==> config.mk <==
export PLATFORM = sky130hd
export DESIGN_NAME = mdio_page_bridge
export DESIGN_NICKNAME = d
export VERILOG_FILES = /design/src/rtl/mdio_page_bridge_pkg.sv /design/src/rtl/mdio_win_decode.sv /design/src/rtl/mdio_en_reg.sv /design/src/rtl/mdio_page_bridge.sv
export SDC_FILE = /design/constraint.sdc
export NUM_CORES = 1
export LEC_CHECK = 0
export BUFFER_PORTS_ARGS = -buffer_cell sky130_fd_sc_hd__buf_2
export CAP_MARGIN = 20
export CORE_MARGIN = 1.5
export CORE_UTILIZATION = 38
export DETAILED_ROUTE_END_ITERATION = 10
export GPL_ROUTABILITY_DRIVEN = 1
export PLACE_DENSITY = 0.68
export SLEW_MARGIN = 20
export SYNTH_ARGS = -nofsm -noshare
export SYNTH_HDL_FRONTEND = slang
export SYNTH_SLANG_ARGS = --single-unit
==> constraint.sdc <==
create_clock -name clk -period 2.8 [get_ports clk]
set_input_delay 0.56 -clock clk [delete_from_list [all_inputs] [get_ports clk]]
set_output_delay 0.56 -clock clk [all_outputs]
set_load 0.01 [all_outputs]
==> src/rtl/mdio_page_bridge_pkg.sv <==
package mdio_page_bridge_pkg;
  localparam int unsigned HALF_W   = 16;
  localparam int unsigned PAGE_W   = 9;
  localparam int unsigned WIN_BITS = 3;
  localparam int unsigned REG_SEL  = 4;
  localparam int unsigned ADDR_W   = PAGE_W + WIN_BITS + REG_SEL + 2;
  localparam logic [4:0]  PAGE_PHY = 5'h18;
  localparam logic [4:0]  WIN_BASE = 5'h10;
  localparam logic [15:0] IDLE_RD  = 16'hFFFF;

  typedef struct packed {
    logic page_wr;
    logic page_rd;
    logic hi_wr;
    logic lo_wr;
    logic lo_rd;
    logic hi_rd;
  } acc_kind_t;
endpackage

==> src/rtl/mdio_win_decode.sv <==
module mdio_win_decode
  import mdio_page_bridge_pkg::*;
(
  input  logic       req,
  input  logic       we,
  input  logic [4:0] phy,
  input  logic [4:0] regn,
  output acc_kind_t  kind,
  output logic       in_window
);
  logic is_page;
  logic is_win;

  always_comb begin
    is_page   = (phy == PAGE_PHY) && (regn == 5'd0);
    is_win    = (phy[4:WIN_BITS] == WIN_BASE[4:WIN_BITS]);
    in_window = is_win;
    kind.page_wr = req &&  we && is_page;
    kind.page_rd = req && !we && is_page;
    kind.hi_wr   = req &&  we && is_win &&  regn[0];
    kind.lo_wr   = req &&  we && is_win && !regn[0];
    kind.lo_rd   = req && !we && is_win && !regn[0];
    kind.hi_rd   = req && !we && is_win &&  regn[0];
  end
endmodule

==> src/rtl/mdio_en_reg.sv <==
module mdio_en_reg #(
  parameter int unsigned W = 16
) (
  input  logic         clk,
  input  logic         rst_n,
  input  logic         en,
  input  logic [W-1:0] d,
  output logic [W-1:0] q
);
  logic [W-1:0] q_nxt;

  always_comb begin
    q_nxt = q;
    if (en) q_nxt = d;
  end

  always_ff @(posedge clk or negedge rst_n) begin
    if (!rst_n) q <= '0;
    else        q <= q_nxt;
  end
endmodule

==> src/rtl/mdio_page_bridge.sv <==
module mdio_page_bridge
  import mdio_page_bridge_pkg::*;
(
  input  logic              clk,
  input  logic              rst_n,
  input  logic              mgmt_req,
  input  logic              mgmt_we,
  input  logic [4:0]        mgmt_phy,
  input  logic [4:0]        mgmt_reg,
  input  logic [HALF_W-1:0] mgmt_wdata,
  output logic [HALF_W-1:0] mgmt_rdata,
  output logic              mgmt_rvalid,
  output logic [ADDR_W-1:0] bus_addr,
  output logic [2*HALF_W-1:0] bus_wdata,
  output logic              bus_we,
  output logic              bus_re,
  input  logic [2*HALF_W-1:0] bus_rdata
);
  acc_kind_t          kind;
  logic               in_win;
  logic [PAGE_W-1:0]  page_q;
  logic [HALF_W-1:0]  stage_q;
  logic [HALF_W-1:0]  snap_q;
  logic [HALF_W-1:0]  rdata_nxt;
  logic               rvalid_nxt;

  mdio_win_decode dec_i (
    .req       (mgmt_req),
    .we        (mgmt_we),
    .phy       (mgmt_phy),
    .regn      (mgmt_reg),
    .kind      (kind),
    .in_window (in_win)
  );

  mdio_en_reg #(.W(PAGE_W)) page_i (
    .clk (clk), .rst_n (rst_n), .en (kind.page_wr),
    .d (mgmt_wdata[PAGE_W-1:0]), .q (page_q)
  );

  mdio_en_reg #(.W(HALF_W)) stage_i (
    .clk (clk), .rst_n (rst_n), .en (kind.hi_wr),
    .d (mgmt_wdata), .q (stage_q)
  );

  mdio_en_reg #(.W(HALF_W)) snap_i (
    .clk (clk), .rst_n (rst_n), .en (kind.lo_rd),
    .d (bus_rdata[2*HALF_W-1:HALF_W]), .q (snap_q)
  );

  always_comb begin
    bus_addr  = {page_q, mgmt_phy[WIN_BITS-1:0], mgmt_reg[REG_SEL:1], 2'b00};
    bus_wdata = {stage_q, mgmt_wdata};
    bus_we    = kind.lo_wr;
    bus_re    = kind.lo_rd;
  end

  always_comb begin
    rvalid_nxt = mgmt_req && !mgmt_we;
    rdata_nxt  = mgmt_rdata;
    if (rvalid_nxt) begin
      if (kind.lo_rd)        rdata_nxt = bus_rdata[HALF_W-1:0];
      else if (kind.hi_rd)   rdata_nxt = snap_q;
      else if (kind.page_rd) rdata_nxt = {{(HALF_W-PAGE_W){1'b0}}, page_q};
      else                   rdata_nxt = IDLE_RD;
    end
  end

  always_ff @(posedge clk or negedge rst_n) begin
    if (!rst_n) begin
      mgmt_rdata  <= '0;
      mgmt_rvalid <= 1'b0;
    end else begin
      mgmt_rdata  <= rdata_nxt;
      mgmt_rvalid <= rvalid_nxt;
    end
  end

  logic unused_win;
  assign unused_win = in_win;
endmodule

Word level (Yosys, flattened, before mapping):

Cells that the tools add are included.

* equality and inequality tests: 2
* reduce and logical (&&, ||, !) cells: 14
* muxes and demuxes: 3

Operator list (count)
* two-way mux 16 bit: 3
* logical AND 1 bit: 11
* equality test 5 bit (second input constant): 1
* logical NOT 5 bit: 1
* equality test 2 bit (second input constant): 1
* logical NOT 1 bit: 2

* output and inout port bits: 69
* bits in registers: 58
* input port bits: 62
* logic and storage cells: 24

Depth between registers and ports, before layout:

* depth after elaboration: 6
* depth in mapped cells: 6
* mapped depth without buffers: 4

Modules after synthesis:

Synthesis repeated with hierarchy kept, for this count alone.

* cells, all modules: 237
* area total of the unflattened synthesis: 2905.3 um^2

By module, submodules not included
* mdio_en_reg at snap_i ...: times used 2, cells each 34, area an instance 649.4 um^2, seq. area each 400.4 um^2
* mdio_page_bridge: times used 1, cells each 139, area an instance 1144.8 um^2, seq. area each 425.4 um^2
* mdio_en_reg at page_i: times used 1, cells each 19, area an instance 371.6 um^2, seq. area each 225.2 um^2
* mdio_win_decode: times used 1, cells each 11, area an instance 90.1 um^2, seq. area each 0.0 um^2

Worst setup path after synthesis:

No wires, ideal clock.

* kind: in2out
* start: input port mgmt_we
* end: output port bus_re
* setup slack: 0.695 ns
* arrival time: 1.545 ns
* required time: 2.240 ns
* stages: 6
* path buffers: 3
* cell sequence: nand2b_1 -> buf_6 -> or3_4 -> buf_6 -> buf_12 -> inv_1

* longest elaborated chain between the ends: 4

Ends and longest elaborated chain
* start, declared: RTL line mdio_page_bridge.sv:7 `input logic mgmt_we,`
* logical NOT 1 bit: RTL line mdio_win_decode.sv:22 `kind.lo_rd = req && !we && is_win && !regn[0];`
* logical AND 1 bit (3 in a row): RTL line mdio_win_decode.sv:22
* end, declared: RTL line mdio_page_bridge.sv:16 `output logic bus_re,`

Every way passes these cells.

Worst setup path in the final report:

Same ends and word-level chain as after synthesis.

==> metrics.md <==
| Metric | Value |
|---|---|
| Critical path required time | `about 2.2 ns` |
| Initial drt markers | `47` |
| GRT met1 Usage | `0.2214` |
| Initial antenna violation count | `0` |
| Post-synthesis sequential area ratio | `0.5302` |
| Pwr dens | `about 640 nW/um^2` |
| Worst-path clk slew | `0.06 ns` |
| Status | `finished clean` |
| Clk_skew | `between 0.006 and 0.007 ns` |
| Layout cells sized above 1 | `0.6677` |
| Largest net degree at the start of global routing | `30` |
| Core Area | `just under 7000 sq um` |
| Pwr Total | `0.002228 W` |
| Final hold viol count | `0` |
| RSZ-0062 raised after global routing | `false` |
| Post-CTS Setup Bufs | `0` |
| Post-synth top area cell | `dfrtp_1` |
| Die H | `just under 90 microns` |
| GRT met2 Usage | `0.2700` |
| Flop and latch count out of synthesis | `between 50 and 60` |
| Minimum clock period | `about 2.2 ns` |
| Post-placement cell count | `394` |
| # rows | `30` |
| # clock sinks | `58` |
| WL final | `between 6000 and 7000 microns` |
| Dpl hpwl | `roughly 4700 microns` |
| Remaining DRCs | `0` |
| Worst reg2reg setup slack | `approximately 1.8 ns` |
| Worst IR Drop VDD | `approximately 0.33 mV` |
| Skew-Pair Late Insertion Delay | `approximately 0.33 ns` |
| WL/cell | `roughly 16 microns` |
| Crit path kind | `input port to primary output` |
| Clock root cell | `clkbuf_8` |
| Setup slack after layout | `0.6191 ns` |
| Setup violations, final | `0` |
| Setup TNS | `0 ns` |
| Worst Path Arrival | `1.62 ns` |
| Initial DRT Pass Iterations | `4` |
| WHS | `around 0.27 ns` |
| Grt met3 use | `0.04901` |
| Syn Area/Cell | `13.83 sq um` |
| Crit path max fanout | `10` |
| Worst Hold Class | `input port to async pin` |
| Post-CTS sizing | `0` |
| ANT nets after route | `0` |
| RR Startpoint | `snap_i.q[11]$_DFFE_PN0P_` |
| Final net count | `roughly 370` |
| Reg2reg end | `mgmt_rdata[11]$_DFFE_PN0N_` |
| Max-cap violations | `0` |
| H-Tree Depth | `3` |
| Post-route clock period utilization | `0.7789` |
| Reg2reg path depth | `3` |
| LEAKAGE | `1.826 nW` |
| Total GRT Usage | `0.1731` |
| Crit start category | `input port` |
| Gpl congestion | `slightly below 0.8` |
| Hold Buf Count CTS | `0` |
| # fillers | `between 600 and 700` |
| Clock buffer depth | `2` |
| Gr ovfl total | `0` |
| Ports | `131` |
| Yosys synthesis warning count | `0` |
| TritonCTS clock tree | `done` |
| Final std cells w/o fill | `around 410` |
| Final Max Slew Viols | `0` |
| Worst Tran Pin Value | `about 0.66 ns` |
| Top cells by area, synth | `dfrtp_1 53%, mux2_2 13%, buf_4 6.9%` |
| Fmax | `around 0.46 GHz` |
| Die extent in x | `about 90 microns` |
| Yosys cell types | `27` |
| Layout area overhead | `26.65%` |
| Place WS | `0.4509 ns` |
| Busiest grt layer | `met2` |
| Number of global-route vias before repair | `between 1.5k and 2k` |
| Synth top area share | `0.5302` |
| Via density | `4.702` |
| Antenna Cells | `0` |
| PortBufs | `between 100 and 150` |
| Vias | `1923` |
| Initial core utilization | `0.3985` |
| First-pass GRT wire length | `9777 microns` |
| Relative slew slack | `0.5562` |
| Worst setup EP type | `primary output` |
| Die Area | `around 7700 sq um` |
| Mapped cell area | `2738 sq um` |
| Total CTS buffers | `9` |
| Mapped Cells | `198` |
## layer usage
metal / up-vias / wire, microns
met1: 928 / 2765
met2: 78 / 3077
li1: 907 / -
met5: - / 0
met4: 0 / 99
met3: 10 / 400
## stage by stage
stage	cell area (sq um)	util
2_1_floorplan	2741	-
3_3_place_gp	3282	0.4778
3_5_place_dp	3282	0.4778
4_1_cts	3467	0.5047
5_1_grt	3467	0.5047
6_report	3467	0.5047
## power breakdown
| part | internal, W | switching [W] | total, W |
|---|---|---|---|
| clock network | 0.000428 | 0.000311 | 0.000739 |
| logic | 0.000247 | 0.000197 | 0.000444 |
| registers | 0.000975 | 0.0000699 | 0.00104 |
## sequential cells by signal, summed over array words and instances, names as in the netlist
signal / count
mgmt_rdata: 16
mgmt_rvalid: 1
page_i.q: 9
snap_i.q: 16
stage_i.q: 16
## cell usage in the layout, fill, tap and decap left out, drive strengths merged, types with 2 or more instances in the layout
master	Yosys	routed
mux2i	16	16
buf	33	133
a22o	7	7
inv	2	2
nor2b	2	2
mux2	41	41
o221a	9	9
dfrtp	58	58
nand4	2	2
clkinv	0	2
nand2	17	17
clkbuf	1	12
conb	1	2
## critical path: stages
cell      delay [ns]
buf_2           0.12
nand2b_1        0.29
or3_4           0.45
inv_1           0.07
buf_2           0.13
## logic make-up (layout without fill, tap and decap cells)
family / count (synthesis) / count (layout) / share of synthesized area
and+or+nand+nor: 29 / 29 / 0.06718
DFF: 58 / 58 / 0.5302
muxes: 57 / 57 / 0.2395
AOI/OAI and AO/OA: 17 / 17 / 0.06490
buffers and inverters: 36 / 150 / 0.09689
other: 1 / 2 / 0.001370
## worst max path at each step
stage,end,slack (ns),startpoint,cells after the start
after floorplan,bus_re,0.70,mgmt_we,6
after global placement,stage_i.q[5]$_DFFE_PN0P_,0.55,mgmt_phy[4],4
after detailed placement,stage_i.q[10]$_DFFE_PN0P_,0.45,mgmt_phy[4],4
after CTS,bus_re,0.62,mgmt_we,5
after global routing,bus_re,0.54,mgmt_we,5
final,bus_re,0.62,mgmt_we,5
## cell usage after synthesis
| library cell | count |
|---|---|
| and4bb_2 | 1 |
| a22o_2 | 7 |
| nand2_1 | 17 |
| nor2b_1 | 2 |
| mux2_2 | 32 |
| buf_12 | 1 |
| a31oi_1 | 1 |
| buf_1 | 1 |
| buf_4 | 25 |
| nand4_2 | 1 |
| buf_6 | 2 |
| nor3_1 | 1 |
| dfrtp_1 | 58 |
| nand4b_2 | 1 |
| conb_1 | 1 |
| mux2_4 | 9 |
| mux2i_1 | 16 |
| o221a_2 | 9 |
| nand2b_1 | 1 |
| nor4_4 | 1 |
| clkbuf_1 | 1 |
| or2b_2 | 1 |
| buf_2 | 4 |
| nor4b_1 | 1 |
| inv_1 | 2 |
| or3_4 | 1 |
| nand4_1 | 1 |
## final cells by class
type	instances	area [sq um]	share of cell area
Sequential cell	58	1451	0.4186
Timing Repair Buffer	133	678.2	0.1956
Multi-Input combinational cell	105	1025	0.2956
Clock buffer	12	145.1	0.04186
Tap cell	96	120.1	0.03464
Clock inverter	3	40.04	0.01155
Inverter	2	7.507	0.002165
Note: power is estimated with default switching activity, not from simulation.
